<file path="config.mk">
export PLATFORM = sky130hd
export DESIGN_NAME = page_pc_unit
export DESIGN_NICKNAME = d
export VERILOG_FILES = /design/src/rtl/pgpc_pkg.sv /design/src/rtl/pgpc_instr_reg.sv /design/src/rtl/pgpc_branch_resolve.sv /design/src/rtl/pgpc_page_counter.sv /design/src/rtl/page_pc_unit.sv
export SDC_FILE = /design/constraint.sdc
export NUM_CORES = 1
export LEC_CHECK = 0
export ABC_CLOCK_PERIOD_IN_PS = 2500
export BUFFER_PORTS_ARGS = -buffer_cell sky130_fd_sc_hd__buf_2
export CAP_MARGIN = 25
export CORE_UTILIZATION = 44
export CTS_BUF_LIST = sky130_fd_sc_hd__clkbuf_4 sky130_fd_sc_hd__clkbuf_8
export DETAILED_ROUTE_END_ITERATION = 6
export PLACE_DENSITY = 0.92
export SETUP_SLACK_MARGIN = 0.02
export SKIP_LAST_GASP = 1
export SLEW_MARGIN = 10
export SYNTH_ARGS = -nofsm -noshare
export SYNTH_HDL_FRONTEND = slang
export SYNTH_SLANG_ARGS = --single-unit
</file>
<file path="constraint.sdc">
create_clock -name clk -period 2.5 [get_ports clk]
set_clock_uncertainty 0.1 [all_clocks]
set_input_delay 0.75 -clock clk [delete_from_list [all_inputs] [get_ports clk]]
set_output_delay 0.75 -clock clk [all_outputs]
set_load 0.005 [all_outputs]
</file>
<file path="src/rtl/pgpc_pkg.sv">
package pgpc_pkg;

    localparam int PAGE_W  = 8;
    localparam int ADDR_W  = 2 * PAGE_W;
    localparam int IMM_W   = 8;
    localparam int CTRL_W  = 24;
    localparam int WORD_W  = CTRL_W + IMM_W;
    localparam int N_COND  = 3;

    // strobe positions inside the control field (active low)
    localparam int STB_LONG = 20;
    localparam int STB_ZERO = 21;
    localparam int STB_HALF = 22;
    localparam int STB_SIGN = 23;

    localparam int T_HALF_BIT = 4;
    localparam int T_SIGN_BIT = 7;

    localparam logic [CTRL_W-1:0] CTRL_IDLE = 24'hF0_0000;

    typedef enum logic [2:0] {
        JK_NONE,
        JK_LONG,
        JK_ZERO,
        JK_HALF,
        JK_SIGN
    } jump_kind_e;

    typedef struct packed {
        logic [CTRL_W-1:0] ctrl;
        logic [IMM_W-1:0]  imm;
    } iword_t;

    typedef struct packed {
        logic take_lo;
        logic take_hi;
    } pc_load_t;

    // conditional strobes in priority order: index 0 wins
    function automatic int cond_strobe(int idx);
        case (idx)
            0:       return STB_ZERO;
            1:       return STB_HALF;
            default: return STB_SIGN;
        endcase
    endfunction

    function automatic jump_kind_e cond_kind(int idx);
        case (idx)
            0:       return JK_ZERO;
            1:       return JK_HALF;
            default: return JK_SIGN;
        endcase
    endfunction

    function automatic int cond_tbit(int idx);
        return (idx == 1) ? T_HALF_BIT : T_SIGN_BIT;
    endfunction

endpackage

</file>
<file path="src/rtl/pgpc_instr_reg.sv">
module pgpc_instr_reg
    import pgpc_pkg::*;
(
    input  logic              clk,
    input  logic              rst,
    input  logic [WORD_W-1:0] fetch_word,
    output iword_t            ir_q
);

    always_ff @(posedge clk) begin
        if (rst) begin
            ir_q.ctrl <= CTRL_IDLE;
            ir_q.imm  <= '0;
        end else begin
            ir_q <= iword_t'(fetch_word);
        end
    end

endmodule

</file>
<file path="src/rtl/pgpc_branch_resolve.sv">
module pgpc_branch_resolve
    import pgpc_pkg::*;
#(
    parameter int PW = PAGE_W
) (
    input  logic [CTRL_W-1:0] ctrl,
    input  logic [PW-1:0]     t_val,
    output pc_load_t          load
);

    logic [N_COND-1:0] cond_req;
    logic [N_COND-1:0] cond_met;
    jump_kind_e        kind;
    logic              sel_met;

    for (genvar g = 0; g < N_COND; g++) begin : g_cond
        assign cond_req[g] = ~ctrl[cond_strobe(g)];
        if (g == 0) begin : g_zero
            assign cond_met[g] = (t_val == '0);
        end else begin : g_bit
            assign cond_met[g] = t_val[cond_tbit(g)];
        end
    end

    // pick the single strobe that decides, by priority
    always_comb begin
        kind    = JK_NONE;
        sel_met = 1'b0;
        if (!ctrl[STB_LONG]) begin
            kind    = JK_LONG;
            sel_met = 1'b1;
        end else begin
            for (int i = N_COND - 1; i >= 0; i--) begin
                if (cond_req[i]) begin
                    kind    = cond_kind(i);
                    sel_met = cond_met[i];
                end
            end
        end
    end

    always_comb begin
        load = '0;
        case (kind)
            JK_LONG: begin
                load.take_lo = 1'b1;
                load.take_hi = 1'b1;
            end
            JK_ZERO, JK_HALF, JK_SIGN: load.take_lo = sel_met;
            default: load = '0;
        endcase
    end

endmodule

</file>
<file path="src/rtl/pgpc_page_counter.sv">
module pgpc_page_counter
    import pgpc_pkg::*;
#(
    parameter int PW = PAGE_W
) (
    input  logic          clk,
    input  logic          rst,
    input  pc_load_t      load,
    input  logic [PW-1:0] lo_src,
    input  logic [PW-1:0] hi_src,
    output logic [2*PW-1:0] pc
);

    logic [PW-1:0] lo_q;
    logic [PW-1:0] hi_q;

    always_ff @(posedge clk) begin
        if (rst) begin
            lo_q <= '0;
            hi_q <= '0;
        end else begin
            lo_q <= load.take_lo ? lo_src : lo_q + PW'(1);
            if (load.take_hi) begin
                hi_q <= hi_src;
            end
        end
    end

    assign pc = {hi_q, lo_q};

endmodule

</file>
<file path="src/rtl/page_pc_unit.sv">
module page_pc_unit
    import pgpc_pkg::*;
#(
    parameter int PW = PAGE_W
) (
    input  logic              clk,
    input  logic              rst,
    input  logic [WORD_W-1:0] rom_word,
    input  logic [PW-1:0]     bus_val,
    input  logic [PW-1:0]     t_val,
    output logic [2*PW-1:0]   rom_addr,
    output logic [CTRL_W-1:0] ctrl_lines,
    output logic [IMM_W-1:0]  imm_val
);

    iword_t   ir;
    pc_load_t load;

    pgpc_instr_reg u_ir (
        .clk        (clk),
        .rst        (rst),
        .fetch_word (rom_word),
        .ir_q       (ir)
    );

    pgpc_branch_resolve #(.PW(PW)) u_br (
        .ctrl  (ir.ctrl),
        .t_val (t_val),
        .load  (load)
    );

    pgpc_page_counter #(.PW(PW)) u_pc (
        .clk    (clk),
        .rst    (rst),
        .load   (load),
        .lo_src (bus_val),
        .hi_src (t_val),
        .pc     (rom_addr)
    );

    assign ctrl_lines = ir.ctrl;
    assign imm_val    = ir.imm;

endmodule

</file>
# Word-level counts from Yosys, hierarchy flattened
# Index checks and enable logic that the tools add are counted.
dict set report totals {
  register_bits 48
  in_bits 50
}
dict set report classes {
  addsub 1
  eq_ne 4
  n_mux 11
  reduce_logical 2
}
# operator n
set ops {}
lappend ops {{two-way mux 3 bit} 4}
lappend ops {{adder 8 x 1 -> 8 bit, second input constant} 1}
lappend ops {{zero test 8 bit} 1}
lappend ops {{two-way mux 8 bit} 1}
lappend ops {{equality test 3 x 2 -> 1 bit, second input constant} 2}
lappend ops {{two-way mux 1 bit} 5}
lappend ops {{equality test 3 x 1 -> 1 bit, second input constant} 1}
lappend ops {{equality test 3 bit, second input constant} 1}
lappend ops {{OR reduction 3 bit} 1}
lappend ops {{case mux 1 bit (2 select lines)} 1}

# Longest topological paths before layout
# Gate-level depths: netlist of the first run.
dict set report depth {
  depth_word 8
  mapped_depth 5
  mapped_depth_nobuf 5
}

# By module
# From an unflattened synthesis of the first run, not the netlist that was laid out.
dict set report unflattened {
  cells_unflattened 146
  hier_area_um2 1590.3
}
# mod n_inst cells_each area_each_um2 seq_area_each_um2
set modules_own_cells {}
lappend modules_own_cells {pgpc_instr_reg 1 67 863.3 640.6}
lappend modules_own_cells {pgpc_page_counter 1 72 668.1 320.3}
lappend modules_own_cells {pgpc_branch_resolve 1 7 58.8 0.0}

# Least setup slack after synthesis of the first run
# No wires, ideal clock.
dict set report synth_path {
  path_type {in2reg}
  start {in t_val[4]}
  end {reg u_pc.lo_q[2]}
  setup_ps 131
  arrival_time_ps 1953
  path_slack_ps 316
  cell_stages 4
  path_cell_list {or4_4 o41a_1 a21oi_1 a211oi_1}
}
dict set report synth_via {
  elab_chain_len 5
  word_cells_on_any_way 6
}
# element line
set synth_rtl {}
lappend synth_rtl {{from (decl)} page_pc_unit.sv:10} ;# input logic [PW-1:0] t_val,
lappend synth_rtl {{zero test 8 bit / two-way mux 1 bit (equally long branches)} {pgpc_branch_resolve.sv:19, pgpc_branch_resolve.sv:34}}
lappend synth_rtl {{two-way mux 1 bit (*)} pgpc_branch_resolve.sv:34} ;# if (cond_req[i]) begin
lappend synth_rtl {{two-way mux 1 bit (*)} pgpc_branch_resolve.sv:29} ;# if (!ctrl[STB_LONG]) begin
lappend synth_rtl {{case mux 1 bit (2 select lines) (*)} pgpc_branch_resolve.sv:44} ;# case (kind)
lappend synth_rtl {{two-way mux 8 bit (*)} pgpc_page_counter.sv:22} ;# lo_q <= load.take_lo ? lo_src : lo_q + PW'(1);
lappend synth_rtl {{to (signal assigned)} pgpc_page_counter.sv:22}
lappend synth_rtl {{to (decl)} pgpc_page_counter.sv:14} ;# logic [PW-1:0] lo_q;
# Mark *: on every way between the ends. The rest lies on a longest branch, timed or not.
# A chain may end at the register's enable or synchronous reset.

# Final worst setup path of the first run
dict set report layout_path {
  start {in t_val[4]}
  end {reg u_pc.lo_q[6]}
}
# Same word-level chain as after synthesis.

==> results of run 1 <==
[logic make-up (layout without fill, tap and decap cells)]
family                     count (synthesis)  after routing  synth area share
xor gates and xnor gates                   6              6            0.0328
AOI/OAI and AO/OA                         20             20            0.0914
muxes                                      8              8            0.0500
and+or+nand+nor                           56             56             0.201
adders and majority gates                  1              1           0.00781
buffers and inverters                      7            109            0.0172
DFF                                       48             48             0.600
[final timing paths]
check / startpoint / endpoint / slack, ns / cells after the start
max reg2reg: u_ir.ir_q[29] / u_pc.lo_q[6] / 0.72 / 4
min: u_pc.hi_q[3] / u_pc.hi_q[3] / 0.41 / 2
max: t_val[4] / u_pc.lo_q[6] / 0.45 / 5
min reg2reg: u_pc.hi_q[3] / u_pc.hi_q[3] / 0.41 / 2
[sequential cells by signal (all words and copies together), names as in the netlist]
| name | flops |
|---|---|
| u_ir.ir_q | 32 |
| u_pc.hi_q | 8 |
| u_pc.lo_q | 8 |
[power breakdown]
part | internal, mW | switching (mW)
sequential | 0.812 | 0.0253
combinational | 0.100 | 0.0806
clock | 0.209 | 0.238
[routing by layer]
metal	wire length, um	vias up	global-route usage	part of all wire
met5	0	-	0	0
met4	41	0	0.0785	0.012
met3	433	4	0.101	0.12
met2	1650	77	0.337	0.47
met1	1370	611	0.186	0.39
li1	-	688	-	-
[worst reg2reg max path: stages, from the launching register on]
cell                       delay (ns)
sky130_fd_sc_hd__dfxtp_1         0.35
sky130_fd_sc_hd__or4_4           0.44
sky130_fd_sc_hd__o41a_1          0.50
sky130_fd_sc_hd__a21oi_1         0.22
sky130_fd_sc_hd__a211oi_1        0.07
[layout by cell type, fill, tap and decap left out, types with 2 or more instances in the layout]
master / Yosys / final
sky130_fd_sc_hd__a211oi_1: 6 / 6
sky130_fd_sc_hd__xor2_1: 2 / 2
sky130_fd_sc_hd__clkbuf_4: 0 / 5
sky130_fd_sc_hd__dfxtp_1: 48 / 48
sky130_fd_sc_hd__buf_2: 1 / 97
sky130_fd_sc_hd__nor2b_1: 29 / 29
sky130_fd_sc_hd__mux2i_1: 8 / 8
sky130_fd_sc_hd__xnor2_1: 4 / 4
sky130_fd_sc_hd__nor2_1: 11 / 11
sky130_fd_sc_hd__a21oi_1: 8 / 8
sky130_fd_sc_hd__nand3_1: 5 / 5
sky130_fd_sc_hd__or2_2: 4 / 4
sky130_fd_sc_hd__or3_1: 2 / 2
sky130_fd_sc_hd__buf_4: 0 / 3
sky130_fd_sc_hd__o21ai_0: 2 / 2
[stage by stage]
step | util | instances
after CTS | 0.651 | 294
after global placement | 0.627 | 286
after global routing | 0.651 | 294
after floorplan | - | 146
after detailed placement | 0.627 | 286
final | 0.651 | 294
[area by class of cell]
| cell class | instances | area, um2 |
|---|---|---|
| repair buffers | 100 | 508 |
| inverters | 1 | 3.75 |
| multi-input cells | 91 | 613 |
| well taps | 46 | 57.6 |
| clock buffers | 5 | 37.5 |
| fillers | 288 | 1190 |
| clock inverters | 3 | 42.5 |
| flip-flops and latches | 48 | 961 |
==> flow_summary.html, run 1 <==
<table>
<tr><th>Metric</th><th>Value</th></tr>
<tr><th colspan="2">Run status</th></tr>
<tr><td>Outcome</td><td>finished clean</td></tr>
<tr><th colspan="2">Setup path</th></tr>
<tr><td>Buffer and inverter count on the worst path</td><td>1</td></tr>
<tr><td>Required time of the critical path</td><td>2.64 ns</td></tr>
<tr><td>Top Family by Delay on Critical Path</td><td>compound AO/OA/AOI/OAI gates</td></tr>
<tr><td>Arrival time of data at the critical path endpoint</td><td>2.19 ns</td></tr>
<tr><td>Largest stage delay, worst path</td><td>0.55 ns</td></tr>
<tr><td>Kind of start point of the critical path</td><td>primary input</td></tr>
<tr><td>Endpoint kind of the worst setup timing path</td><td>flip-flop</td></tr>
<tr><td>Ordered cell list for the critical path</td><td>buf_2, or4_4, o41a_1, a21oi_1, a211oi_1</td></tr>
<tr><td>Maximum fanout encountered on the critical timing path</td><td>7</td></tr>
<tr><td>CP max stage cell</td><td>sky130_fd_sc_hd__or4_4</td></tr>
<tr><td>Type of the worst setup path</td><td>primary input to flip-flop</td></tr>
<tr><th colspan="2">Power</th></tr>
<tr><td>Static leakage</td><td>1.11 nW</td></tr>
<tr><td>Highest ir drop seen on vdd</td><td>0.351 mV</td></tr>
<tr><td>Power Total</td><td>1.46 mW</td></tr>
<tr><td>Power density over the cells</td><td>659 nW/um2</td></tr>
<tr><th colspan="2">STA</th></tr>
<tr><td>Share of the clock period used by the worst path</td><td>0.821</td></tr>
<tr><td>Post-layout worst setup margin</td><td>0.449 ns</td></tr>
<tr><td>Setup repair after global routing missed its margin</td><td>false</td></tr>
<tr><td>Relative max-transition margin</td><td>0.635</td></tr>
<tr><td>TNS Setup</td><td>0 ns</td></tr>
<tr><td>Number of hold violations in the final report</td><td>0</td></tr>
<tr><td>Final-report setup violation count</td><td>0</td></tr>
<tr><td>Minimum clock period after layout</td><td>2.05 ns</td></tr>
<tr><td>Number of max-slew violations in the final report</td><td>0</td></tr>
<tr><td>Worst hold margin</td><td>0.408 ns</td></tr>
<tr><td>Slew at the pin with the worst max-slew slack</td><td>0.543 ns</td></tr>
<tr><td>Maximum operating frequency</td><td>488 MHz</td></tr>
<tr><th colspan="2">Synth</th></tr>
<tr><td>Post-synth EDFFs</td><td>0</td></tr>
<tr><td>Top-count cell post-synth</td><td>sky130_fd_sc_hd__dfxtp_1</td></tr>
<tr><td>Synth top area cells</td><td>sky130_fd_sc_hd__dfxtp_1, sky130_fd_sc_hd__nor2b_1, sky130_fd_sc_hd__mux2i_1</td></tr>
<tr><td>Largest area contributor in the netlist</td><td>sky130_fd_sc_hd__dfxtp_1</td></tr>
<tr><td>Count of warnings emitted by yosys</td><td>0</td></tr>
<tr><td>Leading register cell type out of synthesis</td><td>sky130_fd_sc_hd__dfxtp_1</td></tr>
<tr><td>Share of the yosys chip area belonging to registers</td><td>0.600</td></tr>
<tr><td>Yosys top cell area share</td><td>0.600</td></tr>
<tr><td>Post-Synthesis Mean Instance Area</td><td>11.0 um2</td></tr>
<tr><td>Most common library cells after synthesis</td><td>sky130_fd_sc_hd__dfxtp_1, sky130_fd_sc_hd__nor2b_1, sky130_fd_sc_hd__nor2_1</td></tr>
<tr><td>Count of mapped cells out of synthesis</td><td>146</td></tr>
<tr><td>Flop and latch count out of synthesis</td><td>48</td></tr>
<tr><td>Net Count, Synth</td><td>197</td></tr>
<tr><td>Distinct cell type count after synthesis</td><td>26</td></tr>
<tr><td>Fraction of registers with async set or reset after synthesis</td><td>0</td></tr>
<tr><td>Netlist Area Pre-Place</td><td>1600 um2</td></tr>
<tr><th colspan="2">Floorplan</th></tr>
<tr><td>Floorplan die area</td><td>3890 um2</td></tr>
<tr><td>Starting Density</td><td>0.469</td></tr>
<tr><td>Height of the die</td><td>62.3 um</td></tr>
<tr><td>Width of the chip</td><td>62.3 um</td></tr>
<tr><td>Number of top-level design ports</td><td>98</td></tr>
<tr><td>Placeable Area</td><td>3420 um2</td></tr>
<tr><td>Count of standard-cell rows</td><td>21</td></tr>
<tr><th colspan="2">Global routing</th></tr>
<tr><td>Wire length of the first global-routing pass</td><td>5.75 mm</td></tr>
<tr><td>Total global-route track usage</td><td>0.191</td></tr>
<tr><td>Maximum number of pins on one net before global-route repair</td><td>29</td></tr>
<tr><td>Vias in the first global route</td><td>1363</td></tr>
<tr><td>Initial antenna violation count</td><td>0</td></tr>
<tr><td>Overflow left after global routing</td><td>0</td></tr>
<tr><th colspan="2">Placed design</th></tr>
<tr><td>Gpl congestion</td><td>0.762</td></tr>
<tr><td>Number of buffers added on ports</td><td>97</td></tr>
<tr><td>Detail Placement HPWL</td><td>2.73 mm</td></tr>
<tr><td>Worst setup slack after placement</td><td>0.0733 ns</td></tr>
<tr><td>Post-DP Area</td><td>2140 um2</td></tr>
<tr><th colspan="2">Clock tree</th></tr>
<tr><td>Num Clock Sinks</td><td>48</td></tr>
<tr><td>Post-cts resize count</td><td>0</td></tr>
<tr><td>Clock-pin slew of the registers on the worst-case setup and hold paths</td><td>0.13 ns</td></tr>
<tr><td>Number of buffers between clock root and the deepest sink</td><td>2</td></tr>
<tr><td>Clock tree from TritonCTS</td><td>built</td></tr>
<tr><td>Total of hold buffers inserted after clock tree synthesis</td><td>0</td></tr>
<tr><td>CTS HTree Levels</td><td>2</td></tr>
<tr><td>Num CTS Buffers</td><td>5</td></tr>
<tr><td>Post-CTS setup buffer count</td><td>0</td></tr>
<tr><td>Clk Latency, worst-skew pair</td><td>0.35 ns</td></tr>
<tr><td>Root buffer cell</td><td>sky130_fd_sc_hd__clkbuf_4</td></tr>
<tr><th colspan="2">Final layout</th></tr>
<tr><td>Final antenna diode count</td><td>0</td></tr>
<tr><td>Signed area change from the synthesized netlist to the final layout</td><td>38.8%</td></tr>
<tr><td>Final cell area excluding filler cells</td><td>2220 um2</td></tr>
<tr><td>Layout net count</td><td>298</td></tr>
<tr><td>Share of post-route cells with drive strength above 1</td><td>0.464</td></tr>
<tr><th colspan="2">Routing</th></tr>
<tr><td>Vias/cell</td><td>4.69</td></tr>
<tr><td>First DRT Iteration DRCs</td><td>103</td></tr>
<tr><td>DRC violations left</td><td>0</td></tr>
<tr><td>Post-DRT Antenna Nets</td><td>0</td></tr>
<tr><td>Sum of routed wire length over all layers</td><td>3.50 mm</td></tr>
<tr><td>Routed length per instance</td><td>11.9 um</td></tr>
<tr><td>Pre-antenna DRT Iters</td><td>4</td></tr>
<tr><td>Total number of vias</td><td>1380</td></tr>
<tr><th colspan="2">Min path</th></tr>
<tr><td>Worst hold path type</td><td>flip-flop to flip-flop</td></tr>
<tr><th colspan="2">Run</th></tr>
<tr><td>Count of maximum capacitance violations</td><td>0</td></tr>
</table>
No activity file was read; power rests on OpenSTA's default activity.
==> run 2, diff against run 1 <==
Settings changed: ABC_CLOCK_PERIOD_IN_PS 2500 to 1960.
Clock period 2.5 ns to 1.96 ns, I/O delays scaled along.
==> flow_summary.html, run 2 (synthesis gave the netlist of run 1 again) <==
<table>
<tr><th>Metric</th><th>Value</th></tr>
<tr><th colspan="2">Run status</th></tr>
<tr><td>Outcome</td><td>finished clean</td></tr>
<tr><th colspan="2">STA</th></tr>
<tr><td>Number of hold violations in the final report</td><td>0</td></tr>
<tr><td>Post-layout worst setup margin</td><td>0.0993 ns</td></tr>
<tr><td>Number of max-slew violations in the final report</td><td>0</td></tr>
<tr><td>Final-report setup violation count</td><td>0</td></tr>
<tr><td>Maximum operating frequency</td><td>537 MHz</td></tr>
<tr><td>Relative max-transition margin</td><td>0.710</td></tr>
<tr><td>Share of the clock period used by the worst path</td><td>0.949</td></tr>
<tr><td>Setup repair after global routing missed its margin</td><td>false</td></tr>
<tr><td>Slew at the pin with the worst max-slew slack</td><td>0.435 ns</td></tr>
<tr><td>Minimum clock period after layout</td><td>1.86 ns</td></tr>
<tr><th colspan="2">Final layout</th></tr>
<tr><td>Most common library cell in the layout ignoring fill and taps</td><td>sky130_fd_sc_hd__buf_2</td></tr>
<tr><td>Flip-flop count of the largest register after layout</td><td>32</td></tr>
<tr><td>Final antenna diode count</td><td>0</td></tr>
<tr><td>Layout net count</td><td>301</td></tr>
<tr><td>Top Registers</td><td>u_ir.ir_q x32, u_pc.hi_q x8, u_pc.lo_q x8</td></tr>
<tr><td>Fraction of the core area covered by cells at the end of the flow</td><td>0.652</td></tr>
<tr><td>Most frequent cells in the layout</td><td>sky130_fd_sc_hd__buf_2, sky130_fd_sc_hd__dfxtp_1, sky130_fd_sc_hd__nor2b_1, sky130_fd_sc_hd__nor2_1</td></tr>
<tr><td>Largest reg by FF count</td><td>u_ir.ir_q</td></tr>
<tr><td>Share of post-route cells with drive strength above 1</td><td>0.470</td></tr>
<tr><td>Final std cells w/o fill</td><td>297</td></tr>
<tr><td>Signed area change from the synthesized netlist to the final layout</td><td>39.1%</td></tr>
<tr><th colspan="2">Min path</th></tr>
<tr><td>Worst hold path type</td><td>primary input to flip-flop</td></tr>
<tr><th colspan="2">Placed design</th></tr>
<tr><td>Dpl cells</td><td>289</td></tr>
<tr><td>Detail Placement HPWL</td><td>2.68 mm</td></tr>
<tr><td>Worst setup slack after placement</td><td>-0.272 ns</td></tr>
<tr><td>Number of buffers added on ports</td><td>97</td></tr>
<tr><td>Gpl congestion</td><td>0.764</td></tr>
<tr><th colspan="2">Global routing</th></tr>
<tr><td>Initial antenna violation count</td><td>0</td></tr>
<tr><td>Maximum number of pins on one net before global-route repair</td><td>27</td></tr>
<tr><td>Wire length of the first global-routing pass</td><td>5.43 mm</td></tr>
<tr><td>Vias in the first global route</td><td>1298</td></tr>
<tr><td>Overflow left after global routing</td><td>0</td></tr>
<tr><td>Total global-route track usage</td><td>0.185</td></tr>
<tr><th colspan="2">Setup path</th></tr>
<tr><td>Arrival time of data at the critical path endpoint</td><td>1.99 ns</td></tr>
<tr><td>Startpoint of the most critical setup path</td><td>t_val[4]</td></tr>
<tr><td>FF-to-FF Start</td><td>u_ir.ir_q[29]</td></tr>
<tr><td>Required time of the critical path</td><td>2.09 ns</td></tr>
<tr><td>Endpoint of the most critical register-to-register path</td><td>u_pc.lo_q[6]</td></tr>
<tr><td>Internal reg-to-reg setup slack</td><td>0.20 ns</td></tr>
<tr><td>Type of the worst setup path</td><td>primary input to flip-flop</td></tr>
<tr><td>Kind of start point of the critical path</td><td>primary input</td></tr>
<tr><td>Worst setup path endpoint</td><td>u_pc.lo_q[6]</td></tr>
<tr><td>Maximum fanout encountered on the critical timing path</td><td>7</td></tr>
<tr><td>Worst R2R Path Depth</td><td>4</td></tr>
<tr><td>Endpoint kind of the worst setup timing path</td><td>flip-flop</td></tr>
<tr><th colspan="2">Clock tree</th></tr>
<tr><td>Num CTS Buffers</td><td>5</td></tr>
<tr><td>Clock tree from TritonCTS</td><td>built</td></tr>
<tr><td>Post-cts resize count</td><td>0</td></tr>
<tr><td>Clock-pin slew of the registers on the worst-case setup and hold paths</td><td>0.13 ns</td></tr>
<tr><td>Num Clock Sinks</td><td>48</td></tr>
<tr><td>Post-CTS setup buffer count</td><td>0</td></tr>
<tr><td>Total of hold buffers inserted after clock tree synthesis</td><td>0</td></tr>
<tr><td>CTS HTree Levels</td><td>2</td></tr>
<tr><td>Root buffer cell</td><td>sky130_fd_sc_hd__clkbuf_4</td></tr>
<tr><td>Clk Latency, worst-skew pair</td><td>0.35 ns</td></tr>
<tr><td>Number of buffers between clock root and the deepest sink</td><td>2</td></tr>
<tr><th colspan="2">Power</th></tr>
<tr><td>Power density over the cells</td><td>787 nW/um2</td></tr>
<tr><td>Power Total</td><td>1.75 mW</td></tr>
<tr><td>Highest ir drop seen on vdd</td><td>0.502 mV</td></tr>
<tr><td>Static leakage</td><td>1.11 nW</td></tr>
<tr><th colspan="2">Routing</th></tr>
<tr><td>DRC violations left</td><td>0</td></tr>
<tr><td>Vias/cell</td><td>4.60</td></tr>
<tr><td>First DRT Iteration DRCs</td><td>58</td></tr>
<tr><td>Total number of vias</td><td>1367</td></tr>
<tr><td>Top metal layer carrying routed signals</td><td>met4</td></tr>
<tr><td>Sum of routed wire length over all layers</td><td>3.35 mm</td></tr>
<tr><td>Met2 WL post-DR</td><td>1.62 mm</td></tr>
<tr><td>Pre-antenna DRT Iters</td><td>4</td></tr>
<tr><td>Routed length per instance</td><td>11.3 um</td></tr>
<tr><td>Wl on met1</td><td>1.32 mm</td></tr>
<tr><td>Met3 Wirelength</td><td>364 um</td></tr>
<tr><td>Post-DRT Antenna Nets</td><td>0</td></tr>
<tr><th colspan="2">Floorplan</th></tr>
<tr><td>Placeable Area</td><td>3420 um2</td></tr>
<tr><td>Height of the die</td><td>62.3 um</td></tr>
<tr><td>Floorplan die area</td><td>3890 um2</td></tr>
<tr><td>Starting Density</td><td>0.469</td></tr>
<tr><td>Number of top-level design ports</td><td>98</td></tr>
<tr><td>Count of standard-cell rows</td><td>21</td></tr>
<tr><td>Width of the chip</td><td>62.3 um</td></tr>
<tr><th colspan="2">Run</th></tr>
<tr><td>Count of maximum capacitance violations</td><td>0</td></tr>
</table>
==> run 2: layer usage <==
metal / track usage / vias up
met5: 0 / -
met2: 0.332 / 68
met1: 0.174 / 600
met4: 0.0727 / 0
met3: 0.103 / 4
li1: - / 695
==> run 2: how the worst min path moves through the flow <==
stage                      start  slack [ns]  cells after the start       endpoint
floorplan           u_pc.hi_q[0]        0.39                      2   u_pc.hi_q[0]
global placement    u_pc.hi_q[0]        0.37                      2   u_pc.hi_q[0]
detailed placement  u_pc.hi_q[0]        0.38                      2   u_pc.hi_q[0]
CTS                 rom_word[30]        0.29                      2  u_ir.ir_q[30]
global route        rom_word[30]        0.27                      2  u_ir.ir_q[30]
finish              rom_word[30]        0.31                      2  u_ir.ir_q[30]
==> run 2: metrics by stage <==
step	instance area (um2)	TNS [ns]	hold WS, ns
after detailed placement	2170	-1.85	0.383
after global placement	2170	-1.63	0.373
after floorplan	1600	-0.377	0.388
final	2230	0	0.306
after global routing	2230	0	0.265
after CTS	2230	0	0.290
==> run 2: cell type report <==
type / instances / area, um2
fill: 282 / 1190
sequential: 48 / 961
multi-input combinational: 91 / 613
timing repair buffer: 103 / 531
tap: 46 / 57.6
clock buffer: 6 / 45.0
clock inverter: 2 / 16.3
inverter: 1 / 3.75
==> run 2: report_power, final <==
part / total, mW / switching, mW / internal, mW
Clock: 0.453 / 0.296 / 0.157
Combinational: 0.230 / 0.0981 / 0.132
Sequential: 1.07 / 0.0347 / 1.04
==> run 2: critical path, stage by stage <==
cell,delay [ns]
sky130_fd_sc_hd__buf_2,0.11
sky130_fd_sc_hd__or4_4,0.55
sky130_fd_sc_hd__o41a_1,0.49
sky130_fd_sc_hd__a21oi_1,0.18
sky130_fd_sc_hd__a211oi_1,0.07
==> run 3, diff against run 2 <==
Settings changed: ABC_CLOCK_PERIOD_IN_PS 1960 to 2400, CORE_UTILIZATION 44 to 47, PLACE_DENSITY 0.92 to 0.95.
Clock period 1.96 ns to 2.4 ns, I/O delays scaled along.
==> flow_summary.html, run 3 (synthesis gave the netlist of run 1 again) <==
<table>
<tr><th>Metric</th><th>Value</th></tr>
<tr><th colspan="2">Min path</th></tr>
<tr><td>Worst hold path type</td><td>flip-flop to flip-flop</td></tr>
<tr><th colspan="2">Clock tree</th></tr>
<tr><td>CTS HTree Levels</td><td>2</td></tr>
<tr><td>Number of buffers between clock root and the deepest sink</td><td>2</td></tr>
<tr><td>Root buffer cell</td><td>sky130_fd_sc_hd__clkbuf_4</td></tr>
<tr><td>Clock tree from TritonCTS</td><td>built</td></tr>
<tr><td>Post-cts resize count</td><td>0</td></tr>
<tr><td>Clk Latency, worst-skew pair</td><td>0.35 ns</td></tr>
<tr><td>Post-CTS setup buffer count</td><td>0</td></tr>
<tr><td>Num Clock Sinks</td><td>48</td></tr>
<tr><td>Total of hold buffers inserted after clock tree synthesis</td><td>0</td></tr>
<tr><td>Clock-pin slew of the registers on the worst-case setup and hold paths</td><td>0.13 ns</td></tr>
<tr><td>Num CTS Buffers</td><td>5</td></tr>
<tr><th colspan="2">Routing</th></tr>
<tr><td>Total number of vias</td><td>1387</td></tr>
<tr><td>Post-DRT Antenna Nets</td><td>0</td></tr>
<tr><td>First DRT Iteration DRCs</td><td>60</td></tr>
<tr><td>DRC violations left</td><td>0</td></tr>
<tr><td>Routed length per instance</td><td>11.9 um</td></tr>
<tr><td>Sum of routed wire length over all layers</td><td>3.43 mm</td></tr>
<tr><td>Pre-antenna DRT Iters</td><td>2</td></tr>
<tr><td>Vias/cell</td><td>4.80</td></tr>
<tr><th colspan="2">Power</th></tr>
<tr><td>Power density over the cells</td><td>724 nW/um2</td></tr>
<tr><td>Highest ir drop seen on vdd</td><td>0.531 mV</td></tr>
<tr><td>Power Total</td><td>1.61 mW</td></tr>
<tr><td>Static leakage</td><td>1.11 nW</td></tr>
<tr><th colspan="2">Placed design</th></tr>
<tr><td>Number of buffers added on ports</td><td>97</td></tr>
<tr><td>Dpl cells</td><td>282</td></tr>
<tr><td>Gpl congestion</td><td>0.822</td></tr>
<tr><td>Post-DP Area</td><td>2130 um2</td></tr>
<tr><td>Detail Placement HPWL</td><td>2.59 mm</td></tr>
<tr><th colspan="2">Final layout</th></tr>
<tr><td>Share of post-route cells with drive strength above 1</td><td>0.457</td></tr>
<tr><td>Final antenna diode count</td><td>0</td></tr>
<tr><td>Most common library cell in the layout ignoring fill and taps</td><td>sky130_fd_sc_hd__buf_2</td></tr>
<tr><td>Flip-flop count of the largest register after layout</td><td>32</td></tr>
<tr><td>Final cell area excluding filler cells</td><td>2220 um2</td></tr>
<tr><td>Top Registers</td><td>u_ir.ir_q x32, u_pc.hi_q x8, u_pc.lo_q x8</td></tr>
<tr><td>Most frequent cells in the layout</td><td>sky130_fd_sc_hd__buf_2, sky130_fd_sc_hd__dfxtp_1, sky130_fd_sc_hd__nor2b_1, sky130_fd_sc_hd__nor2_1</td></tr>
<tr><td>Layout net count</td><td>296</td></tr>
<tr><td>Filler cell count</td><td>268</td></tr>
<tr><td>Signed area change from the synthesized netlist to the final layout</td><td>38.8%</td></tr>
<tr><td>Final std cells w/o fill</td><td>289</td></tr>
<tr><td>Largest reg by FF count</td><td>u_ir.ir_q</td></tr>
<tr><th colspan="2">STA</th></tr>
<tr><td>Worst hold margin</td><td>0.409 ns</td></tr>
<tr><td>Number of max-slew violations in the final report</td><td>0</td></tr>
<tr><td>Minimum clock period after layout</td><td>2.04 ns</td></tr>
<tr><td>Setup repair after global routing missed its margin</td><td>false</td></tr>
<tr><td>Slew at the pin with the worst max-slew slack</td><td>0.782 ns</td></tr>
<tr><td>Final-report setup violation count</td><td>0</td></tr>
<tr><td>Maximum operating frequency</td><td>491 MHz</td></tr>
<tr><td>Share of the clock period used by the worst path</td><td>0.848</td></tr>
<tr><td>Relative max-transition margin</td><td>0.479</td></tr>
<tr><td>Number of hold violations in the final report</td><td>0</td></tr>
<tr><td>TNS Setup</td><td>0 ns</td></tr>
<tr><th colspan="2">Floorplan</th></tr>
<tr><td>Count of standard-cell rows</td><td>20</td></tr>
<tr><td>Width of the chip</td><td>60.4 um</td></tr>
<tr><td>Height of the die</td><td>60.4 um</td></tr>
<tr><td>Placeable Area</td><td>3150 um2</td></tr>
<tr><td>Number of top-level design ports</td><td>98</td></tr>
<tr><td>Starting Density</td><td>0.508</td></tr>
<tr><td>Floorplan die area</td><td>3650 um2</td></tr>
<tr><th colspan="2">Global routing</th></tr>
<tr><td>Initial antenna violation count</td><td>0</td></tr>
<tr><td>Wire length of the first global-routing pass</td><td>5.08 mm</td></tr>
<tr><td>Overflow left after global routing</td><td>0</td></tr>
<tr><td>Maximum number of pins on one net before global-route repair</td><td>49</td></tr>
<tr><td>Total global-route track usage</td><td>0.193</td></tr>
<tr><td>Vias in the first global route</td><td>1288</td></tr>
<tr><th colspan="2">Setup path</th></tr>
<tr><td>Required time of the critical path</td><td>2.50 ns</td></tr>
<tr><td>Type of the worst setup path</td><td>primary input to flip-flop</td></tr>
<tr><td>Maximum fanout encountered on the critical timing path</td><td>7</td></tr>
<tr><td>Endpoint kind of the worst setup timing path</td><td>flip-flop</td></tr>
<tr><td>Kind of start point of the critical path</td><td>primary input</td></tr>
<tr><td>Arrival time of data at the critical path endpoint</td><td>2.14 ns</td></tr>
<tr><th colspan="2">Run</th></tr>
<tr><td>Count of maximum capacitance violations</td><td>0</td></tr>
<tr><th colspan="2">Run status</th></tr>
<tr><td>Outcome</td><td>finished clean</td></tr>
</table>
[run 3: final timing paths]
kind / from / endpoint / slack (ns) / cells past startpoint
hold reg to reg: u_pc.hi_q[1] / u_pc.hi_q[1] / 0.41 / 2
setup reg to reg: u_ir.ir_q[29] / u_pc.lo_q[2] / 0.59 / 4
setup / recovery: t_val[4] / u_pc.lo_q[2] / 0.36 / 5
hold / removal: u_pc.hi_q[1] / u_pc.hi_q[1] / 0.41 / 2
[run 3: final cells by class]
| type | instances | area, um2 | area share |
|---|---|---|---|
| clock buffers | 5 | 37.5 | 0.0169 |
| clock inverters | 2 | 60.1 | 0.0270 |
| inverters | 1 | 3.75 | 0.00169 |
| multi-input cells | 91 | 613 | 0.276 |
| flip-flops and latches | 48 | 961 | 0.432 |
| well taps | 44 | 55.1 | 0.0248 |
| repair buffers | 98 | 493 | 0.222 |
[run 3: per-layer routing]
layer / vias up / wire (um) / GRT usage
met5: - / 0 / 0
met4: 0 / 33 / 0.0698
met3: 4 / 362 / 0.0896
met2: 74 / 1640 / 0.338
met1: 626 / 1400 / 0.203
li1: 683 / - / -
[run 3: worst max-delay path, stage by stage]
cell	delay (ns)
sky130_fd_sc_hd__buf_2	0.11
sky130_fd_sc_hd__or4_4	0.55
sky130_fd_sc_hd__o41a_1	0.49
sky130_fd_sc_hd__a21oi_1	0.19
sky130_fd_sc_hd__a211oi_1	0.07
[run 3: metrics by stage]
stage / utilization / setup WS (ns)
5_1_grt: 0.705 / 0.313
3_5_place_dp: 0.674 / 0.00754
4_1_cts: 0.705 / 0.381
2_1_floorplan: - / 0.246
3_3_place_gp: 0.674 / 0.0419
6_report: 0.705 / 0.364
[run 3: where the power goes]
| part | internal, mW | total [mW] | leakage [nW] | switching [mW] |
|---|---|---|---|---|
| clock | 0.319 | 0.555 | 0.0513 | 0.236 |
| sequential | 0.845 | 0.873 | 0.399 | 0.0278 |
| combinational | 0.102 | 0.183 | 0.660 | 0.0807 |
